--- src/rtl/dac_rb_pkg.sv ---
package dac_rb_pkg;

    typedef enum logic [3:0] {
        CMD_WR_IN      = 4'd0,
        CMD_UPD_SEL    = 4'd1,
        CMD_WR_UPD     = 4'd2,
        CMD_SET_PD     = 4'd3,
        CMD_SET_LDMASK = 4'd4,
        CMD_SET_CLR    = 4'd5,
        CMD_SET_REF    = 4'd6
    } cmd_e;

    typedef enum logic {
        ST_RUN,
        ST_CLR_HOLD
    } clr_state_e;

    typedef enum logic [1:0] {
        PD_NORMAL   = 2'b00,
        PD_1K       = 2'b01,
        PD_100K     = 2'b10,
        PD_TRISTATE = 2'b11
    } pd_mode_e;

    typedef enum logic [1:0] {
        CLR_ZERO = 2'b00,
        CLR_MID  = 2'b01,
        CLR_FULL = 2'b10
    } clr_sel_e;

endpackage

--- src/rtl/dac_rb_sync.sv ---
module dac_rb_sync #(
    parameter int   STAGES  = 2,
    parameter logic RST_VAL = 1'b1
) (
    input  logic clk,
    input  logic rst_n,
    input  logic pin_in,
    output logic level,
    output logic fall
);
    localparam int CHAIN_W = STAGES + 1;

    logic [CHAIN_W-1:0] chain_q;

    always_ff @(posedge clk or negedge rst_n) begin
        if (!rst_n) begin
            chain_q <= {CHAIN_W{RST_VAL}};
        end else begin
            chain_q <= {chain_q[CHAIN_W-2:0], pin_in};
        end
    end

    assign level = chain_q[STAGES-1];
    assign fall  = chain_q[STAGES] & ~chain_q[STAGES-1];

endmodule

--- src/rtl/dac_rb_ctrl.sv ---
module dac_rb_ctrl
    import dac_rb_pkg::*;
#(
    parameter int NCH      = 8,
    parameter int CODE_W   = 16,
    parameter int ADDR_W   = 4,
    parameter int RES_BITS = 16
) (
    input  logic                clk,
    input  logic                rst_n,
    input  logic                wr_valid,
    input  logic [3:0]          wr_cmd,
    input  logic [ADDR_W-1:0]   wr_addr,
    input  logic [CODE_W-1:0]   wr_data,
    input  logic                ld_level,
    input  logic                clr_level,
    input  logic                clr_fall,
    output logic                clr_apply,
    output logic [CODE_W-1:0]   clr_value,
    output logic [NCH-1:0]      in_we,
    output logic [NCH-1:0]      dac_we,
    output logic [NCH-1:0]      copy_en,
    output logic [2*NCH-1:0]    pd_mode,
    output logic                ref_en
);
    localparam logic [ADDR_W-1:0] ADDR_ALL = '1;
    localparam logic [CODE_W-1:0] ALL_ONES = '1;
    localparam logic [CODE_W-1:0] KEEP     = ALL_ONES << (CODE_W - RES_BITS);
    localparam logic [CODE_W-1:0] MID_CODE = {1'b1, {(CODE_W-1){1'b0}}};

    clr_state_e           state_q, state_d;
    logic [NCH-1:0]       ld_mask_q;
    logic [1:0]           clr_sel_q;
    logic                 ref_q;
    logic [2*NCH-1:0]     pd_q;
    cmd_e                 cmd;
    logic                 is_wr_in, is_wr_upd, is_upd_sel;
    logic                 is_set_pd, is_set_mask, is_set_clr, is_set_ref;
    logic [NCH-1:0]       chan_hit;

    assign cmd = cmd_e'(wr_cmd);

    // state register
    always_ff @(posedge clk or negedge rst_n) begin
        if (!rst_n) begin
            state_q <= ST_RUN;
        end else begin
            state_q <= state_d;
        end
    end

    // transitions
    always_comb begin
        state_d = state_q;
        unique case (state_q)
            ST_RUN: begin
                if (clr_fall) state_d = ST_CLR_HOLD;
            end
            ST_CLR_HOLD: begin
                if (clr_level && !clr_fall) state_d = ST_RUN;
            end
            default: state_d = ST_RUN;
        endcase
    end

    // command decode
    always_comb begin
        is_wr_in    = wr_valid && (cmd == CMD_WR_IN);
        is_wr_upd   = wr_valid && (cmd == CMD_WR_UPD);
        is_upd_sel  = wr_valid && (cmd == CMD_UPD_SEL);
        is_set_pd   = wr_valid && (cmd == CMD_SET_PD);
        is_set_mask = wr_valid && (cmd == CMD_SET_LDMASK);
        is_set_clr  = wr_valid && (cmd == CMD_SET_CLR);
        is_set_ref  = wr_valid && (cmd == CMD_SET_REF);
    end

    // configuration registers
    always_ff @(posedge clk or negedge rst_n) begin
        if (!rst_n) begin
            ld_mask_q <= '1;
            clr_sel_q <= CLR_ZERO;
            ref_q     <= 1'b0;
        end else begin
            if (is_set_mask) ld_mask_q <= wr_data[NCH-1:0];
            if (is_set_clr)  clr_sel_q <= wr_data[1:0];
            if (is_set_ref)  ref_q     <= wr_data[0];
        end
    end

    generate
        for (genvar g = 0; g < NCH; g++) begin : g_pd
            always_ff @(posedge clk or negedge rst_n) begin
                if (!rst_n) begin
                    pd_q[2*g +: 2] <= PD_NORMAL;
                end else if (is_set_pd && wr_data[g]) begin
                    pd_q[2*g +: 2] <= wr_data[NCH +: 2];
                end
            end
        end
    endgenerate

    // outputs
    always_comb begin
        unique case (clr_sel_q)
            CLR_ZERO: clr_value = '0;
            CLR_MID:  clr_value = MID_CODE & KEEP;
            default:  clr_value = KEEP;
        endcase
        clr_apply = clr_fall;
        for (int i = 0; i < NCH; i++) begin
            chan_hit[i] = (wr_addr == ADDR_ALL) || (wr_addr == ADDR_W'(i));
            in_we[i]    = (is_wr_in || is_wr_upd) && chan_hit[i];
            dac_we[i]   = is_wr_upd && chan_hit[i];
            copy_en[i]  = (is_upd_sel && wr_data[i])
                        || ((state_q == ST_RUN) && !clr_fall && !ld_level && ld_mask_q[i]);
        end
        pd_mode = pd_q;
        ref_en  = ref_q;
    end

    AST_CLR_ENTERS_HOLD: assert property (@(posedge clk) disable iff (!rst_n)
        clr_fall |=> (state_q == ST_CLR_HOLD));
    AST_HOLD_EXITS: assert property (@(posedge clk) disable iff (!rst_n)
        (state_q == ST_CLR_HOLD && clr_level && !clr_fall) |=> (state_q == ST_RUN));
    AST_REF_ONLY_BY_CMD: assert property (@(posedge clk) disable iff (!rst_n)
        !is_set_ref |=> $stable(ref_en));
    AST_PD_ONLY_BY_CMD: assert property (@(posedge clk) disable iff (!rst_n)
        !is_set_pd |=> $stable(pd_mode));

endmodule

--- src/rtl/dac_rb_chan.sv ---
module dac_rb_chan #(
    parameter int                CODE_W   = 16,
    parameter logic [CODE_W-1:0] KEEP     = '1,
    parameter logic [CODE_W-1:0] RST_CODE = '0
) (
    input  logic              clk,
    input  logic              rst_n,
    input  logic              clear_now,
    input  logic [CODE_W-1:0] clear_val,
    input  logic              in_we,
    input  logic              dac_we,
    input  logic              copy_en,
    input  logic [CODE_W-1:0] data,
    output logic [CODE_W-1:0] dac_q
);
    logic [CODE_W-1:0] in_q;

    always_ff @(posedge clk or negedge rst_n) begin
        if (!rst_n) begin
            in_q  <= RST_CODE;
            dac_q <= RST_CODE;
        end else if (clear_now) begin
            in_q  <= clear_val;
            dac_q <= clear_val;
        end else begin
            if (in_we) begin
                in_q <= data & KEEP;
            end
            if (dac_we) begin
                dac_q <= data & KEEP;
            end else if (copy_en) begin
                dac_q <= in_q;
            end
        end
    end

    AST_CLEAR_BOTH: assert property (@(posedge clk) disable iff (!rst_n)
        clear_now |=> (in_q == $past(clear_val) && dac_q == $past(clear_val)));
    AST_COPY_STAGED: assert property (@(posedge clk) disable iff (!rst_n)
        (!clear_now && !dac_we && copy_en) |=> (dac_q == $past(in_q)));
    AST_DAC_HOLDS: assert property (@(posedge clk) disable iff (!rst_n)
        (!clear_now && !dac_we && !copy_en) |=> $stable(dac_q));

endmodule

--- src/rtl/dac_regbank.sv ---
module dac_regbank #(
    parameter int NCH         = 8,
    parameter int CODE_W      = 16,
    parameter int ADDR_W      = 4,
    parameter int RES_BITS    = 16,
    parameter bit POR_MID     = 1'b0,
    parameter int SYNC_STAGES = 2
) (
    input  logic                  clk,
    input  logic                  rst_n,
    input  logic                  wr_valid,
    input  logic [3:0]            wr_cmd,
    input  logic [ADDR_W-1:0]     wr_addr,
    input  logic [CODE_W-1:0]     wr_data,
    input  logic                  load_n,
    input  logic                  clear_n,
    output logic [NCH*CODE_W-1:0] dac_code,
    output logic [2*NCH-1:0]      pd_mode,
    output logic                  ref_en
);
    localparam logic [CODE_W-1:0] ALL_ONES = '1;
    localparam logic [CODE_W-1:0] KEEP     = ALL_ONES << (CODE_W - RES_BITS);
    localparam logic [CODE_W-1:0] MID_CODE = {1'b1, {(CODE_W-1){1'b0}}};
    localparam logic [CODE_W-1:0] RST_CODE = POR_MID ? MID_CODE : '0;

    logic              ld_level, ld_fall_unused;
    logic              clr_level, clr_fall;
    logic              clr_apply;
    logic [CODE_W-1:0] clr_value;
    logic [NCH-1:0]    in_we, dac_we, copy_en;

    dac_rb_sync #(.STAGES(SYNC_STAGES), .RST_VAL(1'b1)) u_ld_sync (
        .clk(clk), .rst_n(rst_n), .pin_in(load_n),
        .level(ld_level), .fall(ld_fall_unused)
    );

    dac_rb_sync #(.STAGES(SYNC_STAGES), .RST_VAL(1'b1)) u_clr_sync (
        .clk(clk), .rst_n(rst_n), .pin_in(clear_n),
        .level(clr_level), .fall(clr_fall)
    );

    dac_rb_ctrl #(.NCH(NCH), .CODE_W(CODE_W), .ADDR_W(ADDR_W), .RES_BITS(RES_BITS)) u_ctrl (
        .clk(clk), .rst_n(rst_n),
        .wr_valid(wr_valid), .wr_cmd(wr_cmd), .wr_addr(wr_addr), .wr_data(wr_data),
        .ld_level(ld_level), .clr_level(clr_level), .clr_fall(clr_fall),
        .clr_apply(clr_apply), .clr_value(clr_value),
        .in_we(in_we), .dac_we(dac_we), .copy_en(copy_en),
        .pd_mode(pd_mode), .ref_en(ref_en)
    );

    generate
        for (genvar g = 0; g < NCH; g++) begin : g_chan
            dac_rb_chan #(.CODE_W(CODE_W), .KEEP(KEEP), .RST_CODE(RST_CODE)) u_chan (
                .clk(clk), .rst_n(rst_n),
                .clear_now(clr_apply), .clear_val(clr_value),
                .in_we(in_we[g]), .dac_we(dac_we[g]), .copy_en(copy_en[g]),
                .data(wr_data),
                .dac_q(dac_code[g*CODE_W +: CODE_W])
            );

            always_ff @(posedge clk) begin
                if (rst_n) begin
                    AST_LOW_BITS_ZERO: assert ((dac_code[g*CODE_W +: CODE_W] & ~KEEP) == '0);
                end
            end
        end
    endgenerate

    AST_HOLD_FREEZES: assert property (@(posedge clk) disable iff (!rst_n)
        (!clr_level && !clr_fall && !wr_valid) |=> $stable(dac_code));

endmodule

--- config.mk ---
export PLATFORM = sky130hd
export DESIGN_NAME = dac_regbank
export DESIGN_NICKNAME = d
export VERILOG_FILES = /design/src/rtl/dac_rb_pkg.sv /design/src/rtl/dac_rb_sync.sv /design/src/rtl/dac_rb_ctrl.sv /design/src/rtl/dac_rb_chan.sv /design/src/rtl/dac_regbank.sv
export SDC_FILE = /design/constraint.sdc
export NUM_CORES = 1
export LEC_CHECK = 0
export BUFFER_PORTS_ARGS = -buffer_cell sky130_fd_sc_hd__buf_2
export CORE_UTILIZATION = 44
export CTS_BUF_LIST = sky130_fd_sc_hd__clkbuf_16
export DETAILED_ROUTE_END_ITERATION = 7
export MAX_ROUTING_LAYER = met4
export PLACE_DENSITY_LB_ADDON = 0.25
export SLEW_MARGIN = 20
export SYNTH_ARGS = -nofsm -noshare
export SYNTH_HDL_FRONTEND = slang
export SYNTH_SLANG_ARGS = --single-unit
--- constraint.sdc ---
create_clock -name clk -period 2.2 [get_ports clk]
set_input_delay 0.11 -clock clk [delete_from_list [all_inputs] [get_ports clk]]
set_output_delay 0.11 -clock clk [all_outputs]
set_load 0.05 [all_outputs]
After elaboration in Yosys (flattened, before gate mapping)
Cells that the tools add are included.

Bits in registers: 289. Bits in latches: 0. Bits in writable memories: 0. Memory bits (read-only): 0. Bits of input ports: 29. Output and inout bits: 145. Memories: 0.

Add/sub/neg operators: 0. Multipliers: 0. Divide/modulo/power cells: 0. Magnitude comparators: 0. Eq/ne operators: 15. Shift-type cells: 0. Muxes and demuxes: 44. Bitwise operators: 3. Reductions and logical operators: 88.

Operators with widths (number): 16-bit two-way mux (40); 1-bit logical AND (50); 16-bit case mux with 2 select lines (1); 4-bit by 3-bit equality test with 1-bit output, second input constant (7); 3-bit nonzero test (8); 1-bit logical OR (17); 4-bit by 2-bit equality test with 1-bit output, second input constant (4); 2-bit nonzero test (8); 4-bit by 1-bit equality test with 1-bit output, second input constant (2); 4-bit zero test (2); 4-bit equality test, second input constant (1); 2-bit by 1-bit equality test with 1-bit output, second input constant (1); 1-bit zero test (2); 2-bit zero test (1); 1-bit two-way mux (2); 1-bit inverter (2); 1-bit case mux with 2 select lines (1); 1-bit AND (1).

Logic depth before layout (Yosys ltp)
Gate-level depths: netlist of run 1.

Depth in word-level cells: 10. Gate-level depth with buffers: 8. Depth with buffers taken out: 4.

Modules after synthesis
Synthesis of run 1 repeated with hierarchy kept, for this count alone.

Cells, all modules: 1560. Area total of the unflattened synthesis: 14966.9 sq um.

By module, submodules not included: dac_rb_chan (instances 8, cells an instance 176, area each 1646.6 sq um, sequential area each 800.8 sq um); dac_rb_ctrl (instances 1, cells an instance 144, area each 1609.0 sq um, sequential area each 710.7 sq um); dac_rb_sync (instances 2, cells an instance 4, area each 92.6 sq um, sequential area each 78.8 sq um).

Worst setup path after synthesis of run 1
Ideal clock, no wire load.

Path type: register to register. Start point: reg u_clr_sync.chain_q[2]. End point: reg g_chan[1].u_chan.dac_q[10]. Library setup time: 0.126 ns. Arrival: 1.936 ns. Slack: 0.138 ns. Stages on the path, launching flop included: 7. Buffers on the path: 2. Path through: dfstp_2 nor2b_1 buf_2 a21oi_1 a32o_1 buf_2 o32a_1.

Word-level cells in the longest chain between the ends: 7.

RTL lines: start, declared (line dac_rb_sync.sv:13) `logic [CHAIN_W-1:0] chain_q;`; start signal, assigned (line dac_rb_sync.sv:17) `chain_q <= {CHAIN_W{RST_VAL}};`; start signal, assigned (line dac_rb_sync.sv:19) `chain_q <= {chain_q[CHAIN_W-2:0], pin_in};`; 1-bit AND * (line dac_rb_sync.sv:24) `assign fall = chain_q[STAGES] & ~chain_q[STAGES-1];`; 1-bit zero test (line dac_rb_ctrl.sv:115) `|| ((state_q == ST_RUN) && !clr_fall && !ld_level && ld_mask_q[i]);`; 1-bit logical AND (3 in a row) (line dac_rb_ctrl.sv:115); 1-bit logical OR (line dac_rb_ctrl.sv:115); 3-bit nonzero test (no source line); end signal, assigned (line dac_rb_chan.sv:24) `dac_q <= clear_val;`; end signal, assigned (line dac_rb_chan.sv:30) `dac_q <= data & KEEP;`; end signal, assigned (line dac_rb_chan.sv:32) `dac_q <= in_q;`; end, declared (line dac_rb_chan.sv:14) `output logic [CODE_W-1:0] dac_q`.

Every way passes the cells marked *; elsewhere a longest branch is shown, timed or not. A chain may end at the register's enable or synchronous reset.

Worst setup path after layout of run 1
Start point: reg u_clr_sync.chain_q[2]. End point: reg g_chan[4].u_chan.in_q[6].

Word-level cells in the longest chain between the ends: 2.

RTL lines: 1-bit AND * (line dac_rb_sync.sv:24); 16-bit two-way mux / 2-bit nonzero test (equally long branches); end signal, assigned (line dac_rb_chan.sv:23) `in_q <= clear_val;`; end signal, assigned (line dac_rb_chan.sv:27) `in_q <= data & KEEP;`; end, declared (line dac_rb_chan.sv:16) `logic [CODE_W-1:0] in_q;`.

Marks and branches as above.

==> results by group, run 1 <==
Setup path
  • Critical Path End Type: flip-flop
  • Worst R2R Start: u_clr_sync.chain_q[2]
  • CP Max Fanout: 30
  • CP Data Required Time: 2.65 ns
  • CP Launch Point: u_clr_sync.chain_q[2]
  • Worst EP arrival: 2.62 ns
  • Critical path type: flip-flop to flip-flop
  • Worst setup SP type: flip-flop

Die
  • Ports: 174
  • Initial core utilization: roughly 45%
  • Die area: 0.03052 mm2
  • Row Count: 62
  • Core footprint: 0.02901 mm2
  • Die height: 174.7 um
  • Die width: 174.7 um

Global route
  • Largest net degree at the start of global routing: 76
  • Total Routing Usage GR: between 20% and 30%
  • Grt total ovfl: 0
  • Antenna violations before repair: 0
  • First-pass GRT wire length: 63.56 mm
  • Vias in the first global route: a little over 10000

Worst hold path
  • Hold WC Path Type: primary input to flip-flop
  • Hold Path Origin: wr_cmd[1]

Timing
  • # setup viols final: 0
  • Max-slew violations: 0
  • Clock skew: 0.01567 ns
  • RSZ-0062 raised after global routing: no
  • Fmax: 0.4612 GHz
  • Worst-margin pin slew: 0.7617 ns
  • Setup tns final: 0 ns
  • Slew headroom: 49.22%
  • Final hold viol count: 0
  • Fin crit share: 98.55%
  • Tmin final: approximately 2.2 ns

Flow run
  • MaxCap Viol Count: 0

Synthesis
  • Leading post-synthesis cells by cell area: dfrtp_1, mux2_2, o32a_1, and3_1, nor2_1
  • Top cell type's share of synthesized area: between 50% and 60%
  • Synth Register Bits: 289
  • Ys flop type: dfrtp_1
  • Post-synth EDFFs: 0
  • Post-synth ARST share: 100.0%
  • Syn_area_per_cell: 11.75 um2
  • Syn Nets: 1146
  • Post-synthesis sequential area ratio: 55.23%
  • Post-synthesis cell area: 0.01312 mm2
  • Largest area contributor in the netlist: dfrtp_1
  • Post-synthesis cell type count: 63
  • Syn Inst Count: ~1100
  • Ys Warns: 0

Detailed routing
  • Post-DRT Antenna Nets: 0
  • First drt pass iteration count: 6
  • DRC: 0
  • Via count: ~11000
  • Final WL: about 42 mm
  • Routed vias/inst: 6.014
  • Routed wire per std cell: 23.99 um
  • Iteration-0 DRC Markers: between 1000 and 1500

Clock tree
  • Clock Sinks: slightly below 300
  • Num CTS Buffers: 31
  • CTS Buffer Depth: 3
  • Worst-path clk slew: 0.06 ns
  • CTS tree: built
  • Root Driver: clkbuf_16
  • Worst-Skew Late Latency: 0.57 ns
  • H-Tree Depth: 1
  • Postcts setup bufs: 0

Power
  • PD cells: 1142 mW/mm2
  • Leak Pwr: 7.410 nW
  • Maximum vdd drop: 1039 uV

Layout
  • Diode count: 0
  • Area of the multi-input gates: about 0.0054 mm2
  • FF/Latch Area: 0.007248 mm2
  • Final net count: 1370
  • Commonest non-fill, non-tap cells in the layout: dfrtp_1, buf_2, nor2_1, and3_1, o32a_1
  • Post-Layout Cell Count: about 1800
  • Most common cell after layout, fill and taps aside: dfrtp_1
  • Share of cells above drive strength 1: a little over a third
  • Area grow syn2layout: 23.34%
  • FILL cells: 2512

Place
  • Dpl cells: between 1500 and 2000
  • Dpl hpwl: 27.42 mm
  • Routability cong.: roughly 0.9
  • IO buf count: 173

Outcome
  • Status: completed
## per-stage QoR
stage / worst slack [ns] / instance area (um2) / utilization, % / hold slack (ns) / power [W]
finish: 0.03188 / 16190 / 55.79 / 0.02914 / 0.01849
global route: 0.006123 / 16190 / 55.79 / 0.02948 / 0.01916
CTS: 0.02559 / 16180 / 55.75 / 0.02755 / 0.01856
detailed placement: -0.09109 / 14920 / 51.42 / 0.1356 / 0.01308
global placement: -0.06709 / 14920 / 51.42 / 0.1386 / 0.01299
floorplan: 0.1381 / 13120 / - / -0.1856 / 0.01129
## kinds of logic (layout without fill, tap and decap cells)
| logic type | count (synthesis) | after routing | share of synthesized area, % |
|---|---|---|---|
| compound gates | 212 | 212 | 14.43 |
| xor+xnor | 2 | 2 | 0.1907 |
| buf+inv | 97 | 346 | 3.575 |
| flops | 289 | 289 | 55.23 |
| mux | 125 | 125 | 11.30 |
| simple gates | 392 | 392 | 15.27 |
## Yosys cell counts, drive strengths merged, types with 3 or more instances
library cell / count
a41oi: 5
nor3: 3
a22o: 15
and3: 112
dfrtp: 276
nand2: 50
o211ai: 4
o31ai: 6
o32a: 105
nor4b: 3
clkbuf: 43
mux2: 125
a21oi: 6
or3: 5
buf: 52
nor4: 8
o21ai: 21
dfstp: 13
nor2: 149
nand3: 46
a21o: 5
a31oi: 34
## flip-flops by register name, indices dropped and copies added (netlist names)
register             cells
g_chan.u_chan.dac_q    128
g_chan.u_chan.in_q     128
u_ctrl.pd_mode          16
u_ctrl.ld_mask_q         8
u_clr_sync.chain_q       3
u_ctrl.clr_sel_q         2
u_ld_sync.chain_q        2
u_ctrl.ref_en            1
u_ctrl.state_q           1
## worst paths after layout
path / end / slack, ns / cells after the start
setup / recovery: g_chan[4].u_chan.in_q[6] / 0.03 / 4
hold / removal: u_ctrl.ref_en / 0.03 / 3
setup reg to reg: g_chan[4].u_chan.in_q[6] / 0.03 / 4
hold reg to reg: u_clr_sync.chain_q[2] / 0.38 / 0
max in group asynchronous: u_ctrl.ld_mask_q[0] / 1.29 / 3
min in group asynchronous: u_ctrl.ref_en / 0.11 / 2
## routing by layer
metal  vias up  GRT usage [%]  wire length (um)  share of wire [%]
li1       4625              -                 -                  -
met1      5409          38.88             18200                 43
met2       404          42.63             19410                 46
met3        86          4.373              2918                7.0
met4         0          9.638              1456                3.5
met5         -              -                 0                  0
## area by class of cell
class / count / area share (%)
Clock inverter: 27 / 1.747
Tap cell: 384 / 2.968
Clock buffer: 31 / 4.793
Multi-Input combinational cell: 731 / 33.56
Inverter: 2 / 0.04638
Sequential cell: 289 / 44.78
Timing Repair Buffer: 286 / 12.11
## power by group
group / internal [W] / switching (W) / total (W)
Sequential: 0.00648 / 0.000717 / 0.00720
Clock: 0.00325 / 0.00219 / 0.00545
Combinational: 0.00184 / 0.00400 / 0.00584
## worst max-delay path, cell delays in order (launching register included)
cell and delay (ns):
dfstp_2 0.56, nand2b_4 0.29, nand2_1 0.41, nand2_1 0.39, mux2_2 0.39
## repair_timing
item / CTS / global route
hold buffers: 19 / 0
resized for setup: 1 / 2
cloned: 0 / 0
setup endpoints to repair: 15 / 20
hold endpoints to repair: 177 / 0
(Power assumes the default switching activity.)
==> run 2, diff against run 1 <==
--- a/config.mk
+++ b/config.mk
@@ -5,13 +5,13 @@
 export SDC_FILE = /design/constraint.sdc
 export NUM_CORES = 1
 export LEC_CHECK = 0
-export BUFFER_PORTS_ARGS = -buffer_cell sky130_fd_sc_hd__buf_2
+export BUFFER_PORTS_ARGS = -buffer_cell sky130_fd_sc_hd__buf_4
 export CORE_UTILIZATION = 44
 export CTS_BUF_LIST = sky130_fd_sc_hd__clkbuf_16
 export DETAILED_ROUTE_END_ITERATION = 7
+export GPL_ROUTABILITY_DRIVEN = 0
 export MAX_ROUTING_LAYER = met4
 export PLACE_DENSITY_LB_ADDON = 0.25
-export SLEW_MARGIN = 20
 export SYNTH_ARGS = -nofsm -noshare
 export SYNTH_HDL_FRONTEND = slang
 export SYNTH_SLANG_ARGS = --single-unit
==> results by group, run 2 (synthesis results as in run 1) <==
Layout
  • FILL cells: 2495 (-0.68%)
  • Post-Layout Cell Count: 1756 (+0.34%)
  • Final Util: 57.47% (+1.7 points)
  • Commonest non-fill, non-tap cells in the layout: dfrtp_1, buf_4, nor2_1, and3_1, o32a_1
  • Design area: 0.01667 mm2 (+3.0%)
  • Most common cell after layout, fill and taps aside: dfrtp_1
  • Diode count: 0 (unchanged)
  • Final net count: 1376 (+0.44%)
  • Share of cells above drive strength 1: 35.42% (+0.65 points)
  • Area grow syn2layout: 27.07%

Place
  • Dpl hpwl: 27.32 mm (-0.36%)
  • IO buf count: 173 (unchanged)
  • Dpl cells: 1677 (+0.24%)
  • Placement Cell Area: 0.01538 mm2 (+3.1%)

Die
  • Core footprint: 0.02901 mm2 (unchanged)
  • Die width: 174.7 um (unchanged)
  • Die height: 174.7 um (unchanged)
  • Die area: 0.03052 mm2 (unchanged)
  • Row Count: 62 (unchanged)
  • Ports: 174 (unchanged)
  • Initial core utilization: 45.23% (unchanged)

Outcome
  • Status: completed

Detailed routing
  • Routed vias/inst: 5.906 (-1.8%)
  • Final WL: 41.51 mm (-1.1%)
  • Post-DRT Antenna Nets: 0 (unchanged)
  • Via count: 10371 (-1.5%)
  • DRC: 0 (unchanged)
  • Iteration-0 DRC Markers: 1143 (+8.0%)
  • Routed wire per std cell: 23.64 um (-1.5%)
  • First drt pass iteration count: 6 (unchanged)

Setup path
  • CP max stage cell: nor2_2
  • Worst setup SP type: flip-flop
  • CP Max Fanout: 16 (-47%)
  • Worst EP arrival: 2.58 ns (-0.04 ns)
  • Critical path type: flip-flop to flip-flop
  • Crit-path max cell delay: 0.81 ns (+0.25 ns)
  • CP cell instances: nor2b_2, buf_4, nor2_2, mux2_2
  • CP Data Required Time: 2.65 ns (about the same)
  • Critical Path End Type: flip-flop

Clock tree
  • Worst-Skew Late Latency: 0.57 ns (about the same)
  • H-Tree Depth: 1 (unchanged)
  • CTS Buffer Depth: 3 (unchanged)
  • Worst-path clk slew: 0.06 ns (about the same)
  • CTS tree: built
  • Num CTS Buffers: 31 (unchanged)
  • Root Driver: clkbuf_16
  • Postcts setup bufs: 0 (unchanged)
  • Clock Sinks: 289 (unchanged)

Power
  • PD cells: 1131 mW/mm2 (-0.96%)
  • Leak Pwr: 7.597 nW (+2.5%)
  • Maximum vdd drop: 643.6 uV (-38%)

Global route
  • Total Routing Usage GR: 28.08% (-0.17 points)
  • Antenna violations before repair: 0 (unchanged)
  • First-pass GRT wire length: 63.38 mm (-0.28%)
  • Grt total ovfl: 0 (unchanged)
  • Largest net degree at the start of global routing: 69 (-9.2%)
  • Vias in the first global route: 10338 (+0.61%)

Timing
  • RSZ-0062 raised after global routing: no
  • Slew headroom: 30.22% (-19 points)
  • Tmin final: 2.129 ns (-0.03936 ns)
  • Fmax: 0.4698 GHz (+1.8%)
  • Clock skew: 0.01225 ns (-0.003422 ns)
  • # setup viols final: 0 (unchanged)
  • Fin crit share: 96.76% (-1.8 points)
  • Final hold viol count: 0 (unchanged)
  • Max-slew violations: 0 (unchanged)
  • Worst-margin pin slew: 1.046 ns (+0.2839 ns)

Worst hold path
  • Hold WC Path Type: primary input to async pin

Flow run
  • MaxCap Viol Count: 0 (unchanged)
run 2: cell count changes in the layout (fill, tap and decap cells not counted), sizes merged:
cell,before,now
clkinvlp,3,2
buf,267,271
bufinv,6,5
clkinv,11,13
dlygate4sd3,19,21
run 2: critical path, delay by kind of cell, from the launching register on:
kind | cells | cell delay [ns]
flops | 1 | 0.56
simple gates | 2 | 0.88
buf+inv | 1 | 0.16
mux | 1 | 0.42
run 2: path summary, 6_finish.rpt:
path / start / endpoint / slack (ns) / cells past startpoint
min: rst_n / u_ctrl.pd_mode[14] / 0.05 / 2
min reg2reg: u_ld_sync.chain_q[0] / u_ld_sync.chain_q[1] / 0.38 / 0
max reg2reg: u_clr_sync.chain_q[1] / g_chan[3].u_chan.in_q[4] / 0.07 / 4
max: u_clr_sync.chain_q[1] / g_chan[3].u_chan.in_q[4] / 0.07 / 4
max in group asynchronous: rst_n / g_chan[2].u_chan.in_q[14] / 1.41 / 3
min in group clk: wr_cmd[1] / u_ctrl.clr_sel_q[0] / 0.05 / 3
run 2: final cells by class:
class | instances | area (um2) | share of cell area (%)
tap | 384 | 480.5 | 2.881
multi-input combinational | 731 | 5448 | 32.67
inverter | 2 | 7.507 | 0.04502
clock inverter | 27 | 275.3 | 1.651
clock buffer | 31 | 775.7 | 4.652
timing repair buffer | 292 | 2440 | 14.63
sequential | 289 | 7248 | 43.47
run 2: layer usage:
layer | part of all wire (%) | global-route usage (%) | up-vias | wire [um]
met3 | 7.0 | 4.025 | 101 | 2892
li1 | - | - | 4633 | -
met5 | 0 | - | - | 0
met2 | 46 | 42.13 | 419 | 18990
met1 | 43 | 39.00 | 5218 | 18030
met4 | 3.8 | 9.746 | 0 | 1589
run 2: power breakdown:
part | internal [W] | leakage [nW] | switching [W]
clock network | 0.00316 | 0.537 | 0.00221
registers | 0.00648 | 3.37 | 0.000741
logic | 0.00227 | 3.69 | 0.00400
run 2: what timing repair did:
item | 4_1_cts | 5_1_grt
endpoints found under the setup margin | 14 | 96
resized for setup | 2 | 6
hold endpoints to repair | 322 | 0
hold buffers | 21 | 0
gates cloned | 0 | 0
run 2: metrics by stage:
step / total power (W) / setup TNS [ns] / worst slack (ns) / hold slack (ns)
4_1_cts: 0.01891 / 0 / 0.01794 / 0.01550
2_1_floorplan: 0.01129 / 0 / 0.1381 / -0.1856
5_1_grt: 0.01955 / 0 / 0.005044 / 0.02675
3_3_place_gp: 0.01344 / 0 / 0.03222 / 0.06828
3_5_place_dp: 0.01353 / -0.006771 / -0.004560 / 0.06757
6_report: 0.01886 / 0 / 0.07123 / 0.04559
==> run 3, diff against run 2 <==
--- a/config.mk
+++ b/config.mk
@@ -5,6 +5,7 @@
 export SDC_FILE = /design/constraint.sdc
 export NUM_CORES = 1
 export LEC_CHECK = 0
+export ABC_AREA = 1
 export BUFFER_PORTS_ARGS = -buffer_cell sky130_fd_sc_hd__buf_4
 export CORE_UTILIZATION = 44
 export CTS_BUF_LIST = sky130_fd_sc_hd__clkbuf_16
==> results by group, run 3 <==
Global route
  • Grt total ovfl: 0 (unchanged)
  • Largest net degree at the start of global routing: 69 (unchanged)
  • Antenna violations before repair: 1 (+1)
  • Vias in the first global route: 11926 (+15%)
  • First-pass GRT wire length: 64.36 mm (+1.5%)
  • Total Routing Usage GR: 27.08% (-0.99 points)

Timing
  • Worst-margin pin slew: 0.6502 ns (-0.3954 ns)
  • Setup tns final: 0 ns (unchanged)
  • Final hold viol count: 0 (unchanged)
  • Tmin final: 2.067 ns (-0.06224 ns)
  • Clock skew: 0.01932 ns (+0.007070 ns)
  • Slew headroom: 56.52% (+26 points)
  • Worst hold margin: 0.02088 ns (-0.02470 ns)
  • RSZ-0062 raised after global routing: no
  • Fmax: 0.4839 GHz (+3.0%)
  • Max-slew violations: 0 (unchanged)
  • Fin crit share: 93.93% (-2.8 points)
  • # setup viols final: 0 (unchanged)

Layout
  • Area grow syn2layout: 24.06%
  • Final net count: 2127 (+55%)
  • Final Util: 55.66% (-1.8 points)
  • Most common cell after layout, fill and taps aside: nand2_1
  • Design area: 0.01712 mm2 (+2.6%)
  • Share of cells above drive strength 1: 17.39% (-18 points)
  • FILL cells: 2905 (+16%)
  • Commonest non-fill, non-tap cells in the layout: nand2_1, dfrtp_1, buf_4, inv_1, o21ai_0

Synthesis
  • Synth Area in Compound Gates: 6.013% (-8.4 points)
  • Post-synthesis adder-cell area fraction: 0% (unchanged)
  • XOR/XNOR share of the synthesized area: 0% (-0.19 points)
  • Mux contribution to synthesized area: 0% (-11 points)
  • Largest area contributor in the netlist: dfrtp_1
  • Post-synth top cells: nand2_1, dfrtp_1, inv_1
  • Top cell type's share of synthesized area: 50.06% (-2.6 points)
  • Syn Nets: 1894 (+65%)
  • Ys flop type: dfrtp_1
  • Syn Inst Count: 1865 (+67%)
  • Simple-gate share of the synthesized area: 33.68% (+18 points)
  • Post-synth EDFFs: 0 (unchanged)
  • Post-synthesis cell area: 0.01380 mm2 (+5.1%)
  • Post-synthesis cell type count: 24 (-62%)
  • Ys Warns: 0 (unchanged)
  • Largest family of logic cells by synthesized area: simple AND/OR/NAND/NOR gates
  • Post-synth ARST share: 100.0% (unchanged)
  • Synth Register Bits: 289 (unchanged)
  • Top-count cell post-synth: nand2_1
  • Leading post-synthesis cells by cell area: dfrtp_1, nand2_1, o21ai_0, inv_1, dfstp_2
  • Syn_area_per_cell: 7.398 um2 (-37%)
  • Post-synthesis sequential area ratio: 52.53% (-2.7 points)

Setup path
  • Levels on crit path: 8 (+4)
  • Crit-path max cell delay: 0.53 ns (-0.28 ns)
  • CP Max Fanout: 21 (+5)
  • Worst R2R Start: u_clr_sync.chain_q[1]
  • CP bufs+invs: 3 (+2)
  • Critical Path End Type: flip-flop
  • CP top delay family: simple AND/OR/NAND/NOR gates
  • CP Data Required Time: 2.57 ns (-0.08 ns)
  • CP max stage cell: dfstp_2
  • Critical path type: flip-flop to flip-flop
  • Worst setup SP type: flip-flop
  • Reg-to-reg setup timing slack: 0.13 ns (+0.06 ns)
  • Worst EP arrival: 2.44 ns (-0.14 ns)
  • CP cell instances: inv_1, nand2_4, buf_12, inv_1, nand2_4, nand2_1, nand2_1, o21ai_0
  • R2R cell count: 8 (+4)
  • R2R Path End: g_chan[7].u_chan.in_q[3]

Detailed routing
  • Post-DRT Antenna Nets: 0 (unchanged)
  • M1 WL: 17.48 mm (-3.1%)
  • Iteration-0 DRC Markers: 998 (-13%)
  • WL met2: 19.29 mm (+1.6%)
  • Routed vias/inst: 4.929 (-17%)
  • Routed wire per std cell: 16.45 um (-30%)
  • Top Metal Used: met4
  • Final WL: 41.43 mm (-0.20%)
  • DRC: 22 (+22)
  • First drt pass iteration count: 7 (+1)
  • Met3 wire length: 2.628 mm (-9.1%)
  • Via count: 12416 (+20%)

Power
  • PD cells: 1067 mW/mm2 (-5.6%)
  • Leak Pwr: 10.04 nW (+32%)
  • Maximum vdd drop: 640.7 uV (-0.45%)

Clock tree
  • Root Driver: clkbuf_16
  • CTS tree: built
  • Num CTS Buffers: 34 (+9.7%)
  • Worst-Skew Late Latency: 0.51 ns (-0.06 ns)
  • Clock Sinks: 289 (unchanged)
  • Worst-path clk slew: 0.06 ns (about the same)
  • H-Tree Depth: 2 (+1)
  • CTS Buffer Depth: 3 (unchanged)

Die
  • Initial core utilization: 44.87% (-0.36 points)
  • Ports: 174 (unchanged)
  • Row Count: 64 (+3.2%)
  • Die area: 0.03207 mm2 (+5.1%)
  • Die width: 179.1 um (+2.5%)
  • Die height: 179.1 um (+2.5%)
  • Core footprint: 0.03075 mm2 (+6.0%)

Worst hold path
  • Hold Path End: u_ctrl.ref_en
  • Hold WC Path Type: primary input to flip-flop
  • Hold Path Origin: wr_valid
  • Hold Path Depth: 4

Place
  • Placement Cell Area: 0.01586 mm2 (+3.2%)
  • IO buf count: 173 (unchanged)
  • Dpl hpwl: 27.79 mm (+1.7%)

Outcome
  • Failing checks: DRC
  • Status: finished, violations left

Flow run
  • MaxCap Viol Count: 0 (unchanged)
[run 3: logic make-up after synthesis]
kind of cell,after synthesis
flip-flops,289
AND/OR/NAND/NOR,1174
AO/OA/AOI/OAI,164
buffers and inverters,238
[run 3: layout make-up]
class	instances	area (um2)	area share, %
repair buffers	271	2137	12.49
inverters	164	636.9	3.721
flip-flops and latches	289	7248	42.35
clock inverters	23	186.4	1.089
diodes	1	2.502	0.01462
clock buffers	37	925.9	5.409
well taps	396	495.5	2.895
multi-input cells	1338	5484	32.04
[run 3: stage by stage]
step / setup slack (ns) / power (W) / instances
floorplan: 0.4811 / 0.01072 / 1865
global placement: 0.1534 / 0.01266 / 2444
detailed placement: 0.1236 / 0.01273 / 2444
CTS: 0.1238 / 0.01839 / 2517
global route: 0.02136 / 0.01913 / 2519
finish: 0.1335 / 0.01827 / 2519
[run 3: how the worst max path moves through the flow]
stage / from / endpoint / slack (ns)
after floorplan: u_clr_sync.chain_q[1] / g_chan[1].u_chan.dac_q[10] / 0.48
after CTS: u_clr_sync.chain_q[2] / g_chan[1].u_chan.dac_q[0] / 0.12
after detailed placement: u_clr_sync.chain_q[2] / g_chan[1].u_chan.dac_q[1] / 0.12
after global placement: u_clr_sync.chain_q[2] / g_chan[1].u_chan.dac_q[1] / 0.15
final: u_clr_sync.chain_q[1] / g_chan[7].u_chan.in_q[3] / 0.13
after global routing: u_clr_sync.chain_q[1] / g_chan[7].u_chan.in_q[3] / 0.02
[run 3: report_power, final]
group	total [W]	internal (W)	switching (W)
logic	0.00586	0.00170	0.00417
clock network	0.00559	0.00338	0.00221
registers	0.00682	0.00633	0.000492
[run 3: timing repair]
| item | in CTS | in global routing |
|---|---|---|
| endpoints found under the setup margin | 0 | 15 |
| endpoints found under the hold margin | 165 | 0 |
| buffers inserted | 0 | 1 |
| gates resized for setup | 0 | 0 |
| hold buffers | 13 | 0 |
[run 3: metal layers]
layer  global-route usage [%]  up-vias
li1                         -     6068
met1                    34.30     5804
met2                    42.45      425
met3                    4.262      119
met4                    12.82        0
met5                        -        -
[run 3: worst min-delay path, cell delays in order]
cell	delay (ns)
buf_4	0.11
nand2_1	0.07
nor2_1	0.12
a21oi_1	0.08
